===== src/rtl/css_pkg.sv =====
package css_pkg;

    typedef enum logic [1:0] {
        SRC_CHAN = 2'b00,
        SRC_BYP  = 2'b01,
        SRC_CNT  = 2'b10
    } src_e;

    function automatic src_e sel_to_src(input logic [1:0] sel);
        src_e s;
        unique case (sel)
            2'b00:   s = SRC_CHAN;
            2'b01:   s = SRC_BYP;
            default: s = SRC_CNT;
        endcase
        return s;
    endfunction

endpackage


===== src/rtl/css_frame_track.sv =====
module css_frame_track #(
    parameter int BEATS       = 128,
    parameter int FRAME_IDX_W = 16,
    localparam int BEAT_W     = $clog2(BEATS)
) (
    input  logic                   clk,
    input  logic                   rst_n,
    input  logic                   adv,
    output logic [BEAT_W-1:0]      beat,
    output logic [FRAME_IDX_W-1:0] frame,
    output logic                   first_beat,
    output logic                   last_beat
);

    localparam logic [BEAT_W-1:0] LAST_POS = BEAT_W'(BEATS - 1);

    logic [BEAT_W-1:0]      beat_q;
    logic [FRAME_IDX_W-1:0] frame_q;

    always_ff @(posedge clk) begin
        if (!rst_n) begin
            beat_q  <= '0;
            frame_q <= '0;
        end else if (adv) begin
            if (beat_q == LAST_POS) begin
                beat_q  <= '0;
                frame_q <= frame_q + 1'b1;
            end else begin
                beat_q <= beat_q + 1'b1;
            end
        end
    end

    always_comb begin
        beat       = beat_q;
        frame      = frame_q;
        first_beat = (beat_q == '0);
        last_beat  = (beat_q == LAST_POS);
    end


    frame_step_chk: assert property (@(posedge clk) disable iff (!rst_n)
        (adv && last_beat) |=> (frame == FRAME_IDX_W'($past(frame) + 1'b1)));


    beat_wrap_chk: assert property (@(posedge clk) disable iff (!rst_n)
        (adv && last_beat) |=> first_beat);


    hold_chk: assert property (@(posedge clk) disable iff (!rst_n)
        !adv |=> ($stable(beat) && $stable(frame)));

endmodule


===== src/rtl/css_pattern_gen.sv =====
module css_pattern_gen #(
    parameter int LANES       = 4,
    parameter int SAMPLE_W    = 16,
    parameter int FRAME_IDX_W = 16,
    parameter int BEAT_W      = 7,
    localparam int LANE_W     = $clog2(LANES),
    localparam int DATA_W     = LANES * 2 * SAMPLE_W
) (
    input  logic [BEAT_W-1:0]      beat,
    input  logic [FRAME_IDX_W-1:0] frame,
    output logic [DATA_W-1:0]      word
);

    logic [SAMPLE_W-1:0] imag_val;
    assign imag_val = SAMPLE_W'(frame);

    for (genvar k = 0; k < LANES; k++) begin : g_lane
        localparam logic [LANE_W-1:0] LANE_ID = LANE_W'(k);
        logic [BEAT_W+LANE_W-1:0] pos;
        assign pos = {beat, LANE_ID};
        assign word[k*2*SAMPLE_W +: SAMPLE_W]            = SAMPLE_W'(pos);
        assign word[k*2*SAMPLE_W + SAMPLE_W +: SAMPLE_W] = imag_val;
    end

endmodule


===== src/rtl/css_src_sel.sv =====
module css_src_sel
    import css_pkg::*;
(
    input  logic       clk,
    input  logic       rst_n,
    input  logic       enable,
    input  logic [1:0] mode_sel,
    input  logic       first_beat,
    input  logic       chan_valid,
    input  logic       byp_valid,
    output src_e       src,
    output logic       fire
);

    src_e state_q;
    src_e state_d;

    always_comb begin
        if (first_beat) begin
            state_d = sel_to_src(mode_sel);
        end else begin
            state_d = state_q;
        end
    end

    always_ff @(posedge clk) begin
        if (!rst_n) begin
            state_q <= SRC_CNT;
        end else begin
            state_q <= state_d;
        end
    end

    always_comb begin
        src = state_d;
        unique case (state_d)
            SRC_CHAN: fire = enable && chan_valid;
            SRC_BYP:  fire = enable && byp_valid;
            SRC_CNT:  fire = enable;
            default:  fire = 1'b0;
        endcase
    end


    mid_frame_hold_chk: assert property (@(posedge clk) disable iff (!rst_n)
        !first_beat |=> (state_q == $past(state_q)));

endmodule


===== src/rtl/cnt_stream_src.sv =====
module cnt_stream_src
    import css_pkg::*;
#(
    parameter int LANES       = 4,
    parameter int SAMPLE_W    = 16,
    parameter int FRAME_LEN   = 512,
    parameter int FRAME_IDX_W = 16,
    localparam int DATA_W     = LANES * 2 * SAMPLE_W,
    localparam int BEATS      = FRAME_LEN / LANES,
    localparam int BEAT_W     = $clog2(BEATS)
) (
    input  logic              clk,
    input  logic              rst_n,
    input  logic              enable,
    input  logic [1:0]        mode_sel,
    input  logic [DATA_W-1:0] chan_data,
    input  logic              chan_valid,
    input  logic [DATA_W-1:0] byp_data,
    input  logic              byp_valid,
    output logic [DATA_W-1:0] smp_data,
    output logic              smp_valid,
    output logic              frame_end
);

    logic [BEAT_W-1:0]      beat;
    logic [FRAME_IDX_W-1:0] frame;
    logic                   first_beat;
    logic                   last_beat;
    logic                   fire;
    src_e                   src;
    logic [DATA_W-1:0]      cnt_word;
    logic [DATA_W-1:0]      next_word;

    css_src_sel u_sel (
        .clk        (clk),
        .rst_n      (rst_n),
        .enable     (enable),
        .mode_sel   (mode_sel),
        .first_beat (first_beat),
        .chan_valid (chan_valid),
        .byp_valid  (byp_valid),
        .src        (src),
        .fire       (fire)
    );

    css_frame_track #(
        .BEATS       (BEATS),
        .FRAME_IDX_W (FRAME_IDX_W)
    ) u_track (
        .clk        (clk),
        .rst_n      (rst_n),
        .adv        (fire),
        .beat       (beat),
        .frame      (frame),
        .first_beat (first_beat),
        .last_beat  (last_beat)
    );

    css_pattern_gen #(
        .LANES       (LANES),
        .SAMPLE_W    (SAMPLE_W),
        .FRAME_IDX_W (FRAME_IDX_W),
        .BEAT_W      (BEAT_W)
    ) u_pat (
        .beat  (beat),
        .frame (frame),
        .word  (cnt_word)
    );

    always_comb begin
        unique case (src)
            SRC_CHAN: next_word = chan_data;
            SRC_BYP:  next_word = byp_data;
            SRC_CNT:  next_word = cnt_word;
            default:  next_word = cnt_word;
        endcase
    end

    always_ff @(posedge clk) begin
        if (!rst_n) begin
            smp_data  <= '0;
            smp_valid <= 1'b0;
            frame_end <= 1'b0;
        end else if (fire) begin
            smp_data  <= next_word;
            smp_valid <= 1'b1;
            frame_end <= last_beat;
        end else begin
            smp_valid <= 1'b0;
            frame_end <= 1'b0;
        end
    end


    en_low_chk: assert property (@(posedge clk) disable iff (!rst_n)
        !enable |=> !smp_valid);


    end_has_valid_chk: assert property (@(posedge clk) disable iff (!rst_n)
        frame_end |-> smp_valid);

endmodule


===== config.mk =====
export PLATFORM = sky130hd
export DESIGN_NAME = cnt_stream_src
export DESIGN_NICKNAME = d
export VERILOG_FILES = /design/src/rtl/css_pkg.sv /design/src/rtl/css_frame_track.sv /design/src/rtl/css_pattern_gen.sv /design/src/rtl/css_src_sel.sv /design/src/rtl/cnt_stream_src.sv
export SDC_FILE = /design/constraint.sdc
export NUM_CORES = 1
export LEC_CHECK = 0
export BUFFER_PORTS_ARGS = -buffer_cell sky130_fd_sc_hd__buf_2
export CORE_AREA = 2 2 151 153
export CTS_BUF_LIST = sky130_fd_sc_hd__clkbuf_8
export DETAILED_ROUTE_END_ITERATION = 7
export DIE_AREA = 0 0 153 155
export GPL_ROUTABILITY_DRIVEN = 0
export HOLD_SLACK_MARGIN = 0.12
export SLEW_MARGIN = 10
export SYNTH_ARGS = -nofsm -noshare
export SYNTH_HDL_FRONTEND = slang
export SYNTH_SLANG_ARGS = --single-unit

===== constraint.sdc =====
create_clock -name clk -period 2.77 [get_ports clk]
set_input_delay 0.4155 -clock clk [delete_from_list [all_inputs] [get_ports clk]]
set_output_delay 0.4155 -clock clk [all_outputs]
set_load 0.005 [all_outputs]

; Word-level counts from Yosys, hierarchy flattened
; Index checks and enable logic that the tools add are counted.
[word_totals]
ff_bits = 155
wordCells = 25
[op_classes]
addsub = 2
n_eq_ne = 4
n_mux = 6
n_reduce_logical = 7
[ops]
columns = cell, count
row1 = $pmux W128 S2, 1
row2 = $add A16 B1 Y16 const B, 1
row3 = $add A7 B1 Y7 const B, 1
row4 = $eq A7 B7 Y1 const B, 1
row5 = $logic_not A7 Y1, 1
row6 = $mux W7, 1
row7 = $eq A2 B1 Y1 const B, 2
row8 = $logic_not A2 Y1, 2
row9 = $pmux W2 S2, 1
row10 = $reduce_and A2 Y1, 2
row11 = $pmux W1 S3, 1
row12 = $eq A2 B2 Y1 const B, 1
row13 = $logic_and A1 B1 Y1, 2
row14 = $mux W2, 1
row15 = $mux W1, 1

; Depth between registers and ports, before layout
[depth]
ltp_word = 6
ltp_mapped = 10
mapped_depth_nobuf = 7

; Cells and area by module
; From an unflattened synthesis, not the netlist that was laid out.
[hier_totals]
hier_cells = 1008
area_unflattened_um2 = 9282.7
[modules_own_cells]
columns = mod, n_inst, cells_each, area_per_inst_um2
row1 = cnt_stream_src, 1, 731, 7039.3
row2 = css_frame_track, 1, 135, 1162.4
row3 = css_pattern_gen, 1, 130, 968.4
row4 = css_src_sel, 1, 12, 112.6

; Worst setup path before layout
; No wires, ideal clock.
[synth_path]
path_kind = register -> register
startpoint = register u_track.beat_q[2] (netlist: u_track.beat[2])
endpoint = register smp_data[53]
setup_time_ns = 0.125
arrival_ns = 2.144
required_ns = 2.645
path_slack_ns = 0.501
stages_incl_launch_ff = 8
path_buffers = 2
synth_period_minus_slack_ns = 2.269
cell_sequence = dfxtp_1 or4_1 nor2_1 o21ai_1 buf_2 clkbuf_1 a222oi_1 o2bb2ai_1
[synth_via]
elab_chain_cells = 4
elab_cells_between_ends = 7
classes_between = eq/ne (2) / mux (3) / reduce/logical (2)
[synth_rtl]
columns = item, line_no
row1 = start: declaration, css_frame_track.sv:17  ; logic [BEAT_W-1:0] beat_q;
row2 = start signal: assignment, css_frame_track.sv:29  ; beat_q <= beat_q + 1'b1;
row3 = $logic_not A7 Y1 *, css_frame_track.sv:37  ; first_beat = (beat_q == '0);
row4 = $mux W2 *, css_src_sel.sv:19  ; if (first_beat) begin
row5 = "$eq A2 B2 Y1, or another cell as far along", css_src_sel.sv:36  ; unique case (state_d)
row6 = $pmux W1 S3 or $pmux W128 S2 (tied branches), "css_src_sel.sv:36, cnt_stream_src.sv:71"
row7 = end signal: assignment, cnt_stream_src.sv:85  ; smp_data <= next_word;
row8 = end: declaration, cnt_stream_src.sv:20  ; output logic [DATA_W-1:0] smp_data,
; Every way passes the cells marked *; elsewhere a longest branch is shown, timed or not.
; A chain may end at the register's enable or synchronous reset.

; Worst setup path in the final report
[layout_path]
startpoint = register u_track.beat_q[6] (netlist: u_track.beat[6])
endpoint = register smp_data[47]
; The elaborated chain is that of the path after synthesis.

==> impl_metrics.yaml <==
outcome:
  status: "finished with violations"
  violations: "design-rule violations"
final_layout:
  final_common_cell: "buf_2"
  synthToLayoutAreaGrowth_pct: 40.2
  layout-drive-gt1-share_pct: 46.4
  finalNetCount: 1310
  final_cell_mix: "buf_2 (392), dfxtp_1 (155), o2bb2ai_1 (99), a222oi_1 (72), a22oi_1 (32)"
sta:
  maxSlewViolCount: 0
  setup_slack_ns: 0.229
  rsz0062_at_grt: "false"
  period_needed_ns: 2.54
  setup_viol: 0
  finalHoldViolCount: 0
  maxSlewHeadroom_pct: 55.1
  clock.fmax_mhz: 394
  skew_ns: 0.0178
  fin_crit_sh_pct: 91.7
  timing.setup.tns_ns: 0
  tightest_slew_ns: 0.672
setup_path:
  cp_top_family: "simple AND/OR/NAND/NOR gates"
  path_buf_inv: 1
  startpoint: "u_track.beat[6]"
  arrival_ns: 2.91
  r2r_cells: 6
  regToRegStartpoint: "u_track.beat[6]"
  slowest_stage: "or4_1"
  max_stage_delay_ns: 0.62
  cp_cell_sequence: "or4_1 -> o41a_1 -> and2_1 -> a21oi_4 -> buf_12 -> o2bb2ai_1"
  crit_fanout: 57
  cp.required_ns: 3.14
  start_kind: "register"
  critPathCaptureType: "register"
  criticalPathCategory: "register to register"
  crit_cells: 6
power_and_ir_drop:
  p_int_mw: 3.83
  p_leak_nw: 4.18
  p_clk_share_pct: 32.1
  vdd_drop_max_v: 0.000258
  swShare_pct: 31.5
  pwr-share-comb_pct: 23.7
  p_per_area_nw_per_um2: 578
  p_switching_mw: 1.76
  power_frac_seq_pct: 44.1
grt:
  antenna_found_initial: 2
  grt_max_degree: 74
  grt_use_total_pct: 24.6
  grt_pass1_wl_um: 44600
  overflow: 0
  grt_pass1_vias: 7224
logic_synthesis:
  synthFlopType: "dfxtp_1"
  synth_top_family_by_area: "compound AO/OA/AOI/OAI gates"
  synth-xor-area-share_pct: 0
  synthesis.nets: 948
  yosys_register_bits: 155
  synth-warning-count: 0
  seq_area_frac_synth_pct: 45.0
  yosys-mux-area-fraction_pct: 0.453
  synth_compound_gate_area_share_pct: 39.2
  synth_async_sr_flop_share_pct: 0
  syn_area_sq_um: 6900
  synth_edf_count: 0
  yosys.area_share.simple_pct: 9.37
  synth.distinct_cells: 46
  synth_area_per_cell_sq_um: 10.1
  synthCells: 682
  synthAdderAreaFrac_pct: 0.544
routing:
  ant_nets: 0
  via_per_inst: 5.72
  dr.pass1.iters: 8
  drt-initial-drc-count: 888
  routed_wl_um: 30200
  wl_per_cell_um: 22.5
  vias: 7688
  drc_errors: 6
clock_network:
  clock_latency_ns: 0.44
  clock-sinks: 155
  cts_buffer_depth: 2
  cts_tree: "built"
  root_buffer: "clkbuf_8"
  htree_levels: 4
  clk_pin_slew_ns: 0.10
  cts_setup_buffers: 0
  cts_made_buffers: 17
placement:
  hpwl_um: 21500
  place_ws_ns: 0.116
  port_buffers: 392
floorplan:
  num_rows: 55
  start_util_pct: 31.0
  io_pins: 393
  fp.dieH_um: 155
  die_x_um: 153
  core_sq_um: 22200
  die_area_sq_um: 23700
min_path:
  hold_class: "input port to register"
  holdPathStages: 3
  holdCritStartpoint: "byp_data[12]"
flow_run:
  drv_cap: 0
-- cells in the mapped netlist, types with 2 or more instances --
cell	instances	area share [%]
a22oi_1	32	3.5
o31ai_1	15	1.6
a22o_1	20	2.5
nand3_1	13	0.94
ha_1	3	0.54
a21oi_1	24	1.7
o221a_2	20	3.3
o22ai_1	4	0.36
o21a_1	2	0.22
dfxtp_1	155	45
or2_2	6	0.54
o21ai_0	4	0.29
a211oi_1	9	0.98
nor4_1	3	0.27
or4_1	13	1.4
nor3_1	2	0.15
buf_2	36	2.6
nand2b_1	27	2.4
and3_1	3	0.27
nor2_1	7	0.38
o311ai_0	2	0.25
mux2i_1	2	0.29
inv_1	6	0.33
o2bb2ai_1	99	13
clkbuf_1	46	2.5
or3_1	5	0.45
nand4_1	3	0.27
nand2_1	29	1.6
a222oi_1	72	10
o211ai_1	4	0.44
-- what timing repair did --
action,4_1_cts,5_1_grt
hold buffers,0,0
gates resized for setup,0,1
setup endpoints to repair,0,27
-- worst reg2reg max path: stages (launching register included) --
cell,delay [ns]
dfxtp_1,0.36
or4_1,0.62
o41a_1,0.47
and2_1,0.29
a21oi_4,0.24
buf_12,0.28
o2bb2ai_1,0.22
-- sequential cells by signal (all words and copies together), names as in the netlist --
name and cells:
frame_end 1, smp_data 128, smp_valid 1, u_sel.state_q 2, u_track.beat 7, u_track.frame 16
-- metal layers --
metal	wire, um	vias up	part of all wire (%)	global-route usage (%)
met5	0	-	0	0
met4	849	0	2.8	7.94
met3	2540	41	8.4	6.35
met2	15200	399	50	42.7
met1	11600	3681	38	29.8
li1	-	3567	-	-
-- path summary, 6_finish.rpt --
path / slack [ns] / endpoint
worst max-delay path: 0.23 / smp_data[47]
worst max register to register: 0.23 / smp_data[47]
worst min-delay path: 0.26 / smp_data[12]
worst min register to register: 0.46 / smp_data[59]
-- logic make-up (layout without fill, tap and decap cells) --
logic type               Yosys count  count (layout)
AO/OA/AOI/OAI                    315             315
flip-flops                       155             155
AND/OR/NAND/NOR                  117             117
buffers and inverters             89             463
adder cells (fa/ha/maj)            3               3
multiplexers                       3               3
other                              0               2
-- power groups by stage --
stage,sequential (mW),combinational (mW),clock [mW]
after floorplan,2.53,0.689,0
after global routing,2.49,1.45,1.96
after global placement,2.52,1.32,0
after CTS,2.47,1.33,1.85
after detailed placement,2.52,1.32,0
final,2.47,1.33,1.80
-- through the flow --
step                util, %  power, mW  instance area, sq um  hold slack (ns)  instances
floorplan                 -       3.22                  6900            0.454        682
global placement       41.7       3.84                  9260            0.441       1310
detailed placement     41.7       3.84                  9260            0.441       1310
CTS                    43.5       5.65                  9670            0.213       1341
global route           43.5       5.89                  9680            0.225       1342
finish                 43.5       5.59                  9680            0.256       1343
-- layout make-up --
class                      count  area, sq um
clock inverter                13          160
inverter                       6         22.5
timing repair buffer         426         2320
tap                          285          357
fill                        2239        12500
clock buffer                  18          248
multi-input combinational    438         3470
sequential                   155         3100
antenna                        2         5.00
Note: power is estimated with default switching activity, not from simulation.
